### config.mk
export PLATFORM = sky130hd
export DESIGN_NAME = frt_clear_mask
export DESIGN_NICKNAME = d
export VERILOG_FILES = /design/src/rtl/frt_pkg.sv /design/src/rtl/frt_edge_sync.sv /design/src/rtl/frt_counter.sv /design/src/rtl/frt_ctrl.sv /design/src/rtl/frt_clear_mask.sv
export SDC_FILE = /design/constraint.sdc
export NUM_CORES = 1
export LEC_CHECK = 0
export BUFFER_PORTS_ARGS = -buffer_cell sky130_fd_sc_hd__buf_2
export CAP_MARGIN = 20
export CORE_ASPECT_RATIO = 1.4
export CORE_UTILIZATION = 45
export DETAILED_ROUTE_END_ITERATION = 16
export PLACE_DENSITY = 0.67
export SYNTH_ARGS = -nofsm -noshare
export SYNTH_HDL_FRONTEND = slang
export SYNTH_HIERARCHICAL = 1
export SYNTH_SLANG_ARGS = --single-unit
### constraint.sdc
create_clock -name clk -period 2.6 [get_ports clk]
set_input_delay 0.13 -clock clk [delete_from_list [all_inputs] [get_ports clk]]
set_output_delay 0.13 -clock clk [all_outputs]
set_load 0.01 [all_outputs]
### src/rtl/frt_pkg.sv
package frt_pkg;
  typedef enum logic [1:0] {
    SEL_CTRL = 2'd0,
    SEL_CMP  = 2'd1,
    SEL_CNT  = 2'd2,
    SEL_NONE = 2'd3
  } reg_sel_e;

  localparam int SRC_BIT = 0;
  localparam int MASK_LSB = 1;
endpackage

### src/rtl/frt_edge_sync.sv
module frt_edge_sync #(
  parameter int STAGES = 2
) (
  input  logic clk,
  input  logic rst,
  input  logic async_i,
  output logic rise_o
);
  logic [STAGES-1:0] sync_q;
  logic              last_q;

  always_ff @(posedge clk) begin
    if (rst) begin
      sync_q <= '0;
      last_q <= 1'b0;
    end else begin
      sync_q <= {sync_q[STAGES-2:0], async_i};
      last_q <= sync_q[STAGES-1];
    end
  end

  assign rise_o = sync_q[STAGES-1] & ~last_q;
endmodule

### src/rtl/frt_counter.sv
module frt_counter #(
  parameter int CNT_W = 16
) (
  input  logic             clk,
  input  logic             rst,
  input  logic             cnt_en,
  input  logic             cmp_wr,
  input  logic [CNT_W-1:0] cmp_wdata,
  output logic [CNT_W-1:0] cnt_q,
  output logic [CNT_W-1:0] cmp_q,
  output logic             match
);
  assign match = cnt_en && (cnt_q == cmp_q);

  always_ff @(posedge clk) begin
    if (rst) begin
      cnt_q <= '0;
    end else if (match) begin
      cnt_q <= '0;
    end else if (cnt_en) begin
      cnt_q <= cnt_q + 1'b1;
    end
  end

  always_ff @(posedge clk) begin
    if (rst) begin
      cmp_q <= '0;
    end else if (cmp_wr) begin
      cmp_q <= cmp_wdata;
    end
  end
endmodule

### src/rtl/frt_ctrl.sv
module frt_ctrl #(
  parameter int MASK_W = 3,
  localparam int IEN_BIT  = MASK_W + 1,
  localparam int FLAG_BIT = MASK_W + 2
) (
  input  logic              clk,
  input  logic              rst,
  input  logic              ctrl_wr,
  input  logic [FLAG_BIT:0] ctrl_wdata,
  input  logic              match,
  output logic              src_ext_q,
  output logic [MASK_W-1:0] mask_q,
  output logic              flag_q,
  output logic              ien_q,
  output logic              irq_q
);
  import frt_pkg::*;

  logic              flag_d;
  logic              ien_d;
  logic [MASK_W-1:0] mask_d;
  logic              src_d;
  logic              raise;

  assign raise = match && (mask_q == '0);

  always_comb begin
    src_d  = src_ext_q;
    ien_d  = ien_q;
    mask_d = mask_q;
    flag_d = flag_q;
    if (match && (mask_q != '0)) begin
      mask_d = mask_q - 1'b1;
    end
    if (ctrl_wr) begin
      src_d  = ctrl_wdata[SRC_BIT];
      ien_d  = ctrl_wdata[IEN_BIT];
      mask_d = ctrl_wdata[MASK_LSB +: MASK_W];
      if (!ctrl_wdata[FLAG_BIT]) begin
        flag_d = 1'b0;
      end
    end
    if (raise) begin
      flag_d = 1'b1;
    end
  end

  always_ff @(posedge clk) begin
    if (rst) begin
      src_ext_q <= 1'b0;
      ien_q     <= 1'b0;
      mask_q    <= '0;
      flag_q    <= 1'b0;
      irq_q     <= 1'b0;
    end else begin
      src_ext_q <= src_d;
      ien_q     <= ien_d;
      mask_q    <= mask_d;
      flag_q    <= flag_d;
      irq_q     <= flag_d & ien_d;
    end
  end
endmodule

### src/rtl/frt_clear_mask.sv
module frt_clear_mask #(
  parameter int CNT_W       = 16,
  parameter int MASK_W      = 3,
  parameter int SYNC_STAGES = 2
) (
  input  logic             clk,
  input  logic             rst,
  input  logic             tick_i,
  input  logic             ext_clk_i,
  input  logic [1:0]       bus_addr_i,
  input  logic             bus_wr_i,
  input  logic             bus_rd_i,
  input  logic             bus_rmw_i,
  input  logic [CNT_W-1:0] bus_wdata_i,
  output logic [CNT_W-1:0] bus_rdata_o,
  output logic             irq_o
);
  import frt_pkg::*;

  localparam int IEN_BIT  = MASK_W + 1;
  localparam int FLAG_BIT = MASK_W + 2;

  reg_sel_e          sel;
  logic              ext_rise;
  logic              cnt_en;
  logic              match;
  logic              ctrl_wr;
  logic              cmp_wr;
  logic              src_ext_q;
  logic [MASK_W-1:0] mask_q;
  logic              flag_q;
  logic              ien_q;
  logic [CNT_W-1:0]  cnt_q;
  logic [CNT_W-1:0]  cmp_q;
  logic [CNT_W-1:0]  ctrl_word;
  logic [CNT_W-1:0]  rdata_q;

  assign sel     = reg_sel_e'(bus_addr_i);
  assign ctrl_wr = bus_wr_i && (sel == SEL_CTRL);
  assign cmp_wr  = bus_wr_i && (sel == SEL_CMP);
  assign cnt_en  = src_ext_q ? ext_rise : tick_i;

  frt_edge_sync #(.STAGES(SYNC_STAGES)) u_sync (
    .clk     (clk),
    .rst     (rst),
    .async_i (ext_clk_i),
    .rise_o  (ext_rise)
  );

  frt_counter #(.CNT_W(CNT_W)) u_counter (
    .clk       (clk),
    .rst       (rst),
    .cnt_en    (cnt_en),
    .cmp_wr    (cmp_wr),
    .cmp_wdata (bus_wdata_i),
    .cnt_q     (cnt_q),
    .cmp_q     (cmp_q),
    .match     (match)
  );

  frt_ctrl #(.MASK_W(MASK_W)) u_ctrl (
    .clk        (clk),
    .rst        (rst),
    .ctrl_wr    (ctrl_wr),
    .ctrl_wdata (bus_wdata_i[FLAG_BIT:0]),
    .match      (match),
    .src_ext_q  (src_ext_q),
    .mask_q     (mask_q),
    .flag_q     (flag_q),
    .ien_q      (ien_q),
    .irq_q      (irq_o)
  );

  always_comb begin
    ctrl_word                          = '0;
    ctrl_word[SRC_BIT]                 = src_ext_q;
    ctrl_word[MASK_LSB +: MASK_W]      = mask_q;
    ctrl_word[IEN_BIT]                 = ien_q;
    ctrl_word[FLAG_BIT]                = flag_q | bus_rmw_i;
  end

  always_ff @(posedge clk) begin
    if (rst) begin
      rdata_q <= '0;
    end else if (bus_rd_i) begin
      unique case (sel)
        SEL_CTRL: rdata_q <= ctrl_word;
        SEL_CMP:  rdata_q <= cmp_q;
        SEL_CNT:  rdata_q <= cnt_q;
        default:  rdata_q <= '0;
      endcase
    end
  end

  assign bus_rdata_o = rdata_q;
endmodule

After elaboration in Yosys (flattened, before gate mapping)
Cells that the tools add are included.
{"block": "op_classes", "n_addsub": 2, "eq_ne": 3, "mux": 8, "bitwise_logic": 4, "reduce_logical": 10}
{"operator": "case mux 16 bit (3 select lines)", "n": 1}
{"operator": "adder 16 x 1 -> 16 bit, second input constant", "n": 1}
{"operator": "== test 16 bit", "n": 1}
{"operator": "two-way mux 3 bit", "n": 2}
{"operator": "logical AND 1 bit", "n": 5}
{"operator": "two-way mux 1 bit", "n": 5}
{"operator": "logical NOT 3 bit", "n": 1}
{"operator": "nonzero test 3 bit", "n": 1}
{"operator": "subtractor 3 x 1 -> 3 bit, second input constant", "n": 1}
{"operator": "bitwise AND 1 bit", "n": 2}
{"operator": "== test 2 x 1 -> 1 bit, second input constant", "n": 1}
{"operator": "== test 2 bit, second input constant", "n": 1}
{"operator": "logical NOT 2 bit", "n": 1}
{"operator": "nonzero test 2 bit", "n": 1}
{"operator": "OR reduction 2 bit", "n": 1}
{"operator": "NOT 1 bit", "n": 1}
{"operator": "OR 1 bit", "n": 1}
{"block": "word_totals", "out_inout_bits": 17, "elab_cells": 37, "reg_bits": 58, "inputBits": 25}

Longest topological paths before layout
Gate-level depths: netlist (run 1).
{"block": "depth", "ltp_word": 7, "ltp_mapped": 9, "depth_no_buf": 7}

By module
The synthesis (run 1) kept the hierarchy.
{"module": "frt_counter", "seq_area_each_um2": 640.6, "area_per_inst_um2": 1592.8, "n_inst": 1, "cells_per_inst": 156}
{"module": "frt_clear_mask", "seq_area_each_um2": 320.3, "area_per_inst_um2": 825.8, "n_inst": 1, "cells_per_inst": 91}
{"module": "frt_ctrl", "seq_area_each_um2": 140.1, "area_per_inst_um2": 347.8, "n_inst": 1, "cells_per_inst": 36}
{"module": "frt_edge_sync", "seq_area_each_um2": 60.1, "area_per_inst_um2": 87.6, "n_inst": 1, "cells_per_inst": 7}

Worst setup path after synthesis (run 1)
OpenSTA, ideal clock, no wires.
{"block": "synth_path", "path_type": "flip-flop to flip-flop", "startpoint": "reg u_counter.cnt_q[5]", "endpoint": "reg u_ctrl.mask_q[2]", "required_time_ns": 2.469, "path_slack_ns": 0.526, "path_stages_with_launch": 8, "setup_time_ns": 0.131, "synth_period_minus_slack_ns": 2.074, "t_arrival_ns": 1.943, "path_cell_list": "dfxtp_1 xor2_1 nor4_2 nand2b_1 nor4_1 a21boi_0 a311oi_1 nor3_1"}
{"block": "synth_via", "elab_chain_len": 4}
{"item": "from (decl)", "line": "frt_counter.sv:9", "rtl": "output logic [CNT_W-1:0] cnt_q,"}
{"item": "from (signal assigned)", "line": "frt_counter.sv:21", "rtl": "cnt_q <= cnt_q + 1'b1;"}
{"item": "== test 16 bit", "line": "frt_counter.sv:13", "rtl": "assign match = cnt_en && (cnt_q == cmp_q);"}
{"item": "logical AND 1 bit", "line": "frt_counter.sv:13"}
{"item": "net match", "line": "frt_clear_mask.sv:26", "rtl": "logic match;"}
{"item": "logical AND 1 bit", "line": "frt_ctrl.sv:32", "rtl": "if (match && (mask_q != '0)) begin"}
{"item": "nonzero test 2 bit (no source line)"}
{"item": "to (signal assigned)", "line": "frt_ctrl.sv:58", "rtl": "mask_q <= mask_d;"}
{"item": "to (decl)", "line": "frt_ctrl.sv:12", "rtl": "output logic [MASK_W-1:0] mask_q,"}
The timed path passes the listed nets, and every way through them passes these cells.
A chain may end at the register's enable or synchronous reset.

Worst setup path in the final report (run 1)
{"block": "layout_path", "startpoint": "reg u_counter.cnt_q[5]", "endpoint": "reg u_ctrl.mask_q[0]"}
The elaborated chain is that of the path after synthesis.

==> flow_summary.json, run 1 <==
{
  "drive_above_1_share_pct": 26.3,
  "arrival_ns": 2.29,
  "post-route-cell-area_um2": 3190,
  "cts_max_level": 3,
  "synth-compound-area-share_pct": 10.6,
  "drtIter0Drc": 107,
  "fillers": 593,
  "final_nets": 355,
  "p_per_area_nw_per_um2": 584,
  "portBuffers": 41,
  "gp_congestion": 0.827,
  "drt_wl_total_um": 5780,
  "worstMarginPinSlew_ns": 0.550,
  "synthTopCellsByArea": "dfxtp_1 (41%), mux2i_1 (8.4%), xnor2_1 (5.8%), nor2_1 (5.8%), xor2_1 (3.7%)",
  "skew_ns": 0.0106,
  "die_h_um": 96.2,
  "ys.flop_type": "dfxtp_1",
  "synth_xor_area_share_pct": 9.51,
  "max_freq_mhz": 480,
  "gr-total-overflow": 0,
  "holdWs_ns": 0.00736,
  "synth_adder_area_share_pct": 1.32,
  "synth_top_area_share_pct": 40.7,
  "diodes": 0,
  "antenna_left": 0,
  "syn_area_um2": 2850,
  "cap_violations": 0,
  "min_path_type": "primary input to flip-flop",
  "fp.dieW_um": 69.3,
  "synth-edff-count": 0,
  "grt_pass1_wl_um": 9230,
  "period_share_pct": 80.1,
  "track_usage_pct": 17.8,
  "synth_mux_area_share_pct": 8.81,
  "area_growth_pct": 11.8,
  "finalSetupTns_ns": 0,
  "drt_first_pass_iters": 5,
  "yosys_warnings": 6,
  "rsz0062_at_grt": "no",
  "synthCells": 290,
  "postCtsSetupRepairBufs": 0,
  "root_buffer": "clkbuf_8",
  "setup_slack_ns": 0.518,
  "synth_nets": 318,
  "yosys.cell_count.top_type": "dfxtp_1",
  "die_area_um2": 6670,
  "grt_max_degree": 34,
  "pin_count": 42,
  "multi_input_area_um2": 1540,
  "worst-path-max-fanout": 6,
  "ir_drop_mv": 0.268,
  "postPlaceCellArea_um2": 3040,
  "clk_path_buf_depth": 2,
  "ys_ff_latch": 58,
  "antenna_found_initial": 0,
  "vias_per_cell": 5.22,
  "setup_violations": 0,
  "synth_area_leader_cell": "dfxtp_1",
  "initial_core_util_pct": 46.3,
  "route.vias.total": 2103,
  "first_global_vias": 1908,
  "core-area_um2": 6170,
  "syn_avg_cell_area_um2": 9.84,
  "slew_viol_final": 0,
  "final-seq-area_um2": 1160,
  "hold_viol_final": 0,
  "cts_resized": 0,
  "dp_hpwl_um": 4120,
  "num_rows": 34,
  "numCtsBuffers": 9,
  "cts-hold-fix-buffers": 0,
  "min_period_ns": 2.08,
  "synth_seq_area_share_pct": 40.7,
  "synthSimpleGateAreaFrac_pct": 23.8,
  "ys_top_cells_by_count": "dfxtp_1 (58), nor2_1 (44), mux2i_1 (24)",
  "status": "finished, final reports clean",
  "synthArstFlopShare_pct": 0,
  "drc": 0,
  "cts_tree": "built",
  "wl_per_cell_um": 14.3,
  "clk_latency_ns": 0.34,
  "finalPower_mw": 1.86,
  "dp_slack_ns": 0.522,
  "maxSlewHeadroom_pct": 63.3,
  "crit_type": "flip-flop to flip-flop",
  "synth_cell_types": 52,
  "leakage_nw": 1.22,
  "clock-sinks": 58,
  "cp_data_required_time_ns": 2.81,
  "start_kind": "flip-flop",
  "clk_pin_slew_ns": 0.07,
  "synth_top_family_by_area": "simple AND/OR/NAND/NOR gates",
  "cp-end-kind": "flip-flop"
}
==> power by group <==
group	switching [mW]	internal (mW)	total, mW
registers	0.0289	0.924	0.953
logic	0.139	0.106	0.246
clock network	0.331	0.333	0.664
==> state kept, by name (all words and copies together), names as in the netlist <==
signal / flops
u_ctrl/irq_q: 1
u_ctrl/src_ext_q: 1
u_counter/cmp_q: 16
bus_rdata_o: 16
u_sync/sync_q: 2
u_ctrl/flag_q: 1
u_sync/last_q: 1
u_counter/cnt_q: 16
u_ctrl/mask_q: 3
u_ctrl/ien_q: 1
==> final cells by class <==
| cell class | instances | area share (%) |
|---|---|---|
| clock buffers | 11 | 4.12 |
| flip-flops and latches | 58 | 36.4 |
| clock inverters | 4 | 0.627 |
| inverters | 5 | 0.588 |
| repair buffers | 44 | 7.14 |
| multi-input cells | 209 | 48.3 |
| well taps | 72 | 2.82 |
==> logic make-up after synthesis <==
logic type / Yosys count
DFF: 58
buffers and inverters: 23
xor gates and xnor gates: 31
adders and majority gates: 3
AOI/OAI and AO/OA: 36
and+or+nand+nor: 114
muxes: 25
==> worst max-delay path, cell delays in order (launching register included) <==
cell	delay (ns)
dfxtp_1	0.46
xor2_1	0.14
nor4_2	0.34
nand2b_1	0.09
nor4_1	0.30
buf_4	0.20
inv_1	0.05
nor4b_1	0.31
a2111oi_2	0.06
==> worst paths after layout <==
path                                    from                             to  slack [ns]  depth (start not counted)
min reg2reg      u_sync/sync_q[0]$_SDFF_PP0_    u_sync/sync_q[1]$_SDFF_PP0_        0.44                          1
max          u_counter/cnt_q[5]$_SDFFE_PP0P_  u_ctrl/mask_q[0]$_SDFFE_PP0P_        0.52                          8
min                                ext_clk_i    u_sync/sync_q[0]$_SDFF_PP0_       0.007                          2
max reg2reg  u_counter/cnt_q[5]$_SDFFE_PP0P_  u_ctrl/mask_q[0]$_SDFFE_PP0P_        0.52                          8
==> metrics by stage <==
step	cells	util, %
after floorplan	290	-
after global placement	388	49.3
after detailed placement	388	49.3
after CTS	403	51.7
after global routing	403	51.7
final	403	51.7
==> metal layers <==
layer / routed length (um) / GRT usage [%] / up-vias
li1: - / - / 1077
met5: 0 / 0 / -
met4: 94 / 9.18 / 0
met2: 2820 / 29.0 / 51
met1: 2670 / 22.5 / 966
met3: 198 / 3.46 / 9
==> layout by cell type, fill, tap and decap left out, types with 2 or more instances in the layout <==
cell type	n
nor2_1	44
a22oi_1	10
nor2_4	9
nand2_1	15
or2_2	5
clkbuf_1	2
a21oi_1	2
nand4_1	4
inv_1	5
nor2b_1	6
nand2b_1	2
a311oi_1	6
buf_4	3
a211oi_1	11
xor2_1	12
ha_1	3
mux2i_1	24
xnor2_1	19
dfxtp_1	58
buf_2	41
nand3_1	5
nor3_1	6
clkbuf_8	9
clkinv_2	4
(Power assumes the default switching activity.)
==> run 2: changes to the inputs <==
--- a/config.mk
+++ b/config.mk
@@ -10,7 +10,7 @@
 export CORE_ASPECT_RATIO = 1.4
 export CORE_UTILIZATION = 45
 export DETAILED_ROUTE_END_ITERATION = 16
-export PLACE_DENSITY = 0.67
+export PLACE_DENSITY = 0.7
 export SYNTH_ARGS = -nofsm -noshare
 export SYNTH_HDL_FRONTEND = slang
 export SYNTH_HIERARCHICAL = 1
==> constraint.sdc (replaced) <==
create_clock -name clk -period 1.71 [get_ports clk]
set_input_delay 0.0855 -clock clk [delete_from_list [all_inputs] [get_ports clk]]
set_output_delay 0.0855 -clock clk [all_outputs]
set_load 0.01 [all_outputs]
==> run 2 against run 1 <==
Sequential power rose by 51%. Via count rose by 13%. Sequential cell count did not move. The run now ends with setup timing left. Largest cell class unchanged. Clock-buffer cell count did not move. Register-to-register slack got worse by 0.58 ns. Core utilization rose by 9.4 points. Critical path type unchanged. First-iteration DRC count fell by 1.9%. Critical path depth did not move. Clock skew fell by 0.0026 ns. Hold slack improved by 0.014 ns. Final area rose by 18%. Non-clock buffer count rose by 51.
==> flow_summary.json, run 2 (synthesis gave the netlist of run 1 again) <==
{
  "portBuffers": 41,
  "ir_drop_mv": 0.449,
  "die_h_um": 96.2,
  "min_period_ns": 1.77,
  "cap_violations": 0,
  "dp_hpwl_um": 4740,
  "setup_violations": 2,
  "clk_pin_slew_ns": 0.07,
  "critical_path.startpoint": "u_counter/cnt_q[11]$_SDFFE_PP0P_",
  "min_path_type": "primary input to flip-flop",
  "worstHoldEndpoint": "u_counter/cmp_q[1]$_SDFFE_PP0P_",
  "fp.dieW_um": 69.3,
  "first_global_vias": 2358,
  "drc": 0,
  "cp_slowest_cell": "dfxtp_2",
  "post-route-cell-area_um2": 3770,
  "num_rows": 34,
  "initial_core_util_pct": 46.3,
  "finalSetupTns_ns": -0.0708,
  "min_path_cells": 3,
  "p_per_area_nw_per_um2": 892,
  "final_util_pct": 61.1,
  "gp_congestion": 0.830,
  "clk_latency_ns": 0.34,
  "vias_per_cell": 5.23,
  "period_share_pct": 104,
  "r2r-start": "u_counter/cnt_q[11]$_SDFFE_PP0P_",
  "route.vias.total": 2381,
  "die_area_um2": 6670,
  "cp_data_required_time_ns": 1.92,
  "critical-path-top-delay-family": "simple AND/OR/NAND/NOR gates",
  "leakage_nw": 1.52,
  "grt_pass1_wl_um": 11200,
  "antenna_found_initial": 0,
  "holdCritStartpoint": "bus_wdata_i[1]",
  "postPlaceCellArea_um2": 3360,
  "area_growth_pct": 32.0,
  "final_nets": 406,
  "pin_count": 42,
  "final_common_cell": "dfxtp_1",
  "cp-end-kind": "flip-flop",
  "cts_tree": "built",
  "crit_chain": "xor2_1 > nor4_2 > nand2b_1 > nor4_4 > buf_6 > a21boi_2 > a311oi_1 > nor3_1",
  "layout_common_cells": "dfxtp_1 (55), nor2_1 (44), buf_2 (41)",
  "track_usage_pct": 21.9,
  "grt_max_degree": 29,
  "antenna_left": 0,
  "numCtsBuffers": 9,
  "setup_slack_ns": -0.0618,
  "hold_viol_final": 0,
  "gr-total-overflow": 0,
  "finalPower_mw": 3.36,
  "holdWs_ns": 0.0209,
  "cpPeakStageDelay_ns": 0.33,
  "start_kind": "flip-flop",
  "crit_type": "flip-flop to flip-flop",
  "drive_above_1_share_pct": 36.3,
  "wl_per_cell_um": 14.9,
  "max_freq_mhz": 564,
  "violations": "setup timing",
  "diodes": 0,
  "cts_max_level": 3,
  "arrival_ns": 1.98,
  "root_buffer": "clkbuf_8",
  "reg2reg_to": "u_ctrl/mask_q[2]$_SDFFE_PP0P_",
  "final_cells": 455,
  "place_inst": 425,
  "clk_path_buf_depth": 2,
  "worst-path-max-fanout": 5,
  "clock-sinks": 58,
  "drt_first_pass_iters": 4,
  "worstMarginPinSlew_ns": 0.400,
  "core-area_um2": 6170,
  "drtIter0Drc": 105,
  "reg2reg_slack_ns": -0.06,
  "r2r_cells": 8,
  "maxSlewHeadroom_pct": 73.3,
  "skew_ns": 0.00803,
  "rsz0062_at_grt": "yes",
  "worstPathBufferInverterCount": 1,
  "status": "finished with violations",
  "slew_viol_final": 0,
  "drt_wl_total_um": 6780,
  "dp_slack_ns": -0.112
}
-- run 2: worst reg2reg max path: cells and delay by family, from the launching register on --
family	cells	cell delay (ns)
AO/OA/AOI/OAI	2	0.31
AND/OR/NAND/NOR	4	0.67
XOR/XNOR	1	0.16
buffers and inverters	1	0.17
flip-flops	1	0.33
-- run 2: cell type report --
| cell class | count | area, um^2 |
|---|---|---|
| sequential | 58 | 1160 |
| tap | 72 | 90.1 |
| clock buffer | 11 | 141 |
| inverter | 5 | 21.3 |
| timing repair buffer | 95 | 669 |
| multi-input combinational | 209 | 1600 |
| fill | 518 | 2400 |
| clock inverter | 5 | 77.6 |
-- run 2: how the worst max path moves through the flow --
stage,endpoint,slack (ns),cells past startpoint
5_1_grt,u_ctrl/mask_q[2]$_SDFFE_PP0P_,-0.15,8
4_1_cts,u_ctrl/mask_q[2]$_SDFFE_PP0P_,-0.08,8
6_report,u_ctrl/mask_q[2]$_SDFFE_PP0P_,-0.06,8
3_3_place_gp,u_ctrl/mask_q[0]$_SDFFE_PP0P_,-0.06,7
3_5_place_dp,u_ctrl/mask_q[0]$_SDFFE_PP0P_,-0.11,7
2_1_floorplan,u_ctrl/mask_q[0]$_SDFFE_PP0P_,-0.008,7
-- run 2: timing repair --
item	4_1_cts	5_1_grt
endpoints found under the setup margin	4	8
endpoints found under the hold margin	12	0
pin swaps	4	6
setup buffers	2	0
hold buffers	12	0
resized for setup	4	9
-- run 2: metal layers --
metal	wire, um	vias to the layer above	GRT usage, %
met4	137	0	10.2
met2	3450	42	38.4
met3	215	12	5.45
met1	2980	1143	24.9
met5	0	-	0
li1	-	1184	-
-- run 2: power breakdown --
group          switching, mW  internal (mW)  total (mW)
clock                  0.547          0.855        1.40
combinational          0.267          0.254       0.521
sequential            0.0335           1.40        1.44
total                  0.848           2.51        3.36
==> run 3: changes to the inputs <==
--- a/config.mk
+++ b/config.mk
@@ -5,12 +5,14 @@
 export SDC_FILE = /design/constraint.sdc
 export NUM_CORES = 1
 export LEC_CHECK = 0
+export ABC_AREA = 1
 export BUFFER_PORTS_ARGS = -buffer_cell sky130_fd_sc_hd__buf_2
 export CAP_MARGIN = 20
 export CORE_ASPECT_RATIO = 1.4
 export CORE_UTILIZATION = 45
 export DETAILED_ROUTE_END_ITERATION = 16
-export PLACE_DENSITY = 0.7
+export HOLD_SLACK_MARGIN = 0.12
+export PLACE_DENSITY = 0.69
 export SYNTH_ARGS = -nofsm -noshare
 export SYNTH_HDL_FRONTEND = slang
 export SYNTH_HIERARCHICAL = 1
==> run 3 against run 2 <==
The run now ends clean. Global-route usage up 2.6 points. Sequential cell count stayed put. Combinational power down 11%. Cell count is 37% higher. Sequential share of layout area shrank 0.50 points. Core utilization shrank 3.2 points. First-iteration DRC count increased by 63%. Die area up 8.2%. Critical endpoint is now u_counter/cnt_q[13]$_SDFFE_PP0P_. Largest cell class unchanged.
==> flow_summary.json, run 3 <==
{
  "pin_count": 42,
  "ys.flop_type": "dfxtp_1",
  "synth-edff-count": 0,
  "vias_per_cell": 4.88,
  "period_share_pct": 91.6,
  "min_path_type": "primary input to flip-flop",
  "wl_per_cell_um": 12.8,
  "grt_max_degree": 23,
  "final_cells": 625,
  "ir_drop_mv": 0.377,
  "final-seq-area_um2": 1160,
  "gp_congestion": 0.910,
  "crit_chain": "inv_1 > nor2_1 > mux2_4 > inv_1 > a21oi_1 > nand3_1 > nor2_1 > nand3_1 > nand2_4 > nor2_1",
  "start_kind": "flip-flop",
  "final_nets": 556,
  "cap_violations": 0,
  "layout_common_cells": "nand2_1 (113), nor2_1 (70), inv_1 (58)",
  "worst-path-max-fanout": 16,
  "numCtsBuffers": 9,
  "max_freq_mhz": 638,
  "die_h_um": 100,
  "min_period_ns": 1.57,
  "synth_nets": 484,
  "cts_tree": "built",
  "path_common_cell": "nor2_1",
  "crit_type": "flip-flop to flip-flop",
  "fillers": 644,
  "clk_latency_ns": 0.34,
  "dp_hpwl_um": 5980,
  "final_common_cell": "nand2_1",
  "place_inst": 590,
  "ys_top_cells_by_count": "nand2_1 (113), nor2_1 (71), dfxtp_1 (58), inv_1 (58), nand3_1 (41)",
  "post-route-cell-area_um2": 3830,
  "cp-end-kind": "flip-flop",
  "drt_first_pass_iters": 5,
  "hold_viol_final": 0,
  "status": "finished, final reports clean",
  "leakage_nw": 1.79,
  "root_buffer": "clkbuf_8",
  "cpPeakStageDelay_ns": 0.31,
  "worstPathBufferInverterCount": 2,
  "clock-sinks": 58,
  "route.vias.total": 3051,
  "finalPower_mw": 3.08,
  "syn_avg_cell_area_um2": 6.78,
  "synthTopCellsByArea": "dfxtp_1 (38%), nand2_1 (14%), nor2_1 (8.6%), inv_1 (7.0%), nand3_1 (6.6%)",
  "drive_above_1_share_pct": 20.1,
  "synth_cell_types": 34,
  "num_rows": 35,
  "area_growth_pct": 23.8,
  "track_usage_pct": 24.4,
  "clk_path_buf_depth": 2,
  "initial_core_util_pct": 46.8,
  "gr-total-overflow": 0,
  "synthArstFlopShare_pct": 0,
  "drt_wl_total_um": 8010,
  "slew_viol_final": 0,
  "synthCells": 456,
  "maxSlewHeadroom_pct": 71.7,
  "ys_ff_latch": 58,
  "setup_slack_ns": 0.143,
  "critical-path-top-delay-family": "simple AND/OR/NAND/NOR gates",
  "multi_input_area_um2": 1610,
  "clk_pin_slew_ns": 0.06,
  "yosys_warnings": 6,
  "fp.dieW_um": 72.1,
  "diodes": 0,
  "cp_slowest_cell": "dfxtp_1",
  "skew_ns": 0.00432,
  "p_per_area_nw_per_um2": 804,
  "core-area_um2": 6610,
  "die_area_um2": 7210,
  "worstMarginPinSlew_ns": 0.424,
  "dp_slack_ns": -0.00528,
  "synth_area_leader_cell": "dfxtp_1",
  "arrival_ns": 1.79,
  "syn_area_um2": 3090,
  "grt_pass1_wl_um": 13500,
  "first_global_vias": 2970,
  "drtIter0Drc": 171,
  "antenna_found_initial": 0,
  "cts_max_level": 3,
  "yosys.cell_count.top_type": "nand2_1",
  "synth_top_area_share_pct": 37.5,
  "postPlaceCellArea_um2": 3440,
  "antenna_left": 0,
  "drc": 0,
  "synth_seq_area_share_pct": 37.5,
  "rsz0062_at_grt": "yes",
  "cp_data_required_time_ns": 1.94,
  "portBuffers": 41,
  "setup_violations": 0
}
==> run 3: where the power goes <==
part           internal, mW  switching [mW]
clock network         0.641           0.528
logic                 0.190           0.275
registers              1.41          0.0381
total                  2.24           0.842
==> run 3: logic make-up (layout without fill, tap and decap cells) <==
family | count (synthesis) | count (layout) | share of synthesized area [%]
multiplexers | 1 | 1 | 0.364
buffers and inverters | 77 | 154 | 11.2
XOR/XNOR | 13 | 13 | 3.68
flip-flops | 58 | 58 | 37.5
AO/OA/AOI/OAI | 48 | 48 | 8.70
adder cells (fa/ha/maj) | 3 | 3 | 1.21
AND/OR/NAND/NOR | 256 | 256 | 37.3
==> run 3: timing repair <==
action / CTS / global route
pin swaps: 0 / 2
hold buffers: 17 / 0
hold endpoints to repair: 24 / 0
buffers inserted: 0 / 2
endpoints found under the setup margin: 1 / 21
gates resized for setup: 1 / 7
==> run 3: layer usage <==
layer | track usage (%) | wire length (um) | vias up
li1 | - | - | 1569
met1 | 26.0 | 3190 | 1368
met2 | 45.3 | 4290 | 93
met3 | 3.51 | 301 | 21
met4 | 13.4 | 222 | 0
met5 | 0 | 0 | -
==> run 3: final timing paths <==
path | slack (ns) | end | startpoint | cells past startpoint
max | 0.14 | u_counter/cnt_q[13]$_SDFFE_PP0P_ | u_sync/sync_q[1]$_SDFF_PP0_ | 10
min | 0.21 | bus_rdata_o[3]$_SDFFE_PP0P_ | rst | 3
max reg2reg | 0.14 | u_counter/cnt_q[13]$_SDFFE_PP0P_ | u_sync/sync_q[1]$_SDFF_PP0_ | 10
min reg2reg | 0.41 | u_sync/sync_q[1]$_SDFF_PP0_ | u_sync/sync_q[0]$_SDFF_PP0_ | 2
==> run 3: cell type report <==
class	instances	area share (%)
clock inverter	2	0.261
clock buffer	14	4.51
tap	92	3.01
sequential	58	30.4
timing repair buffer	74	13.3
multi-input combinational	321	42.0
inverter	64	6.54
==> run 3: through the flow <==
step	hold slack (ns)	TNS, ns	utilization, %
floorplan	0.157	0	-
global placement	0.293	0	52.0
detailed placement	0.296	-0.00528	52.0
CTS	0.199	0	57.4
global route	0.227	-0.00113	57.9
finish	0.206	0	57.9
==> run 3: worst reg2reg max path: stages, from the launching register on <==
cell and delay (ns):
dfxtp_1 0.31, inv_1 0.04, nor2_1 0.08, mux2_4 0.19
inv_1 0.06, a21oi_1 0.17, nand3_1 0.10, nor2_1 0.11
nand3_1 0.11, nand2_4 0.21, nor2_1 0.08
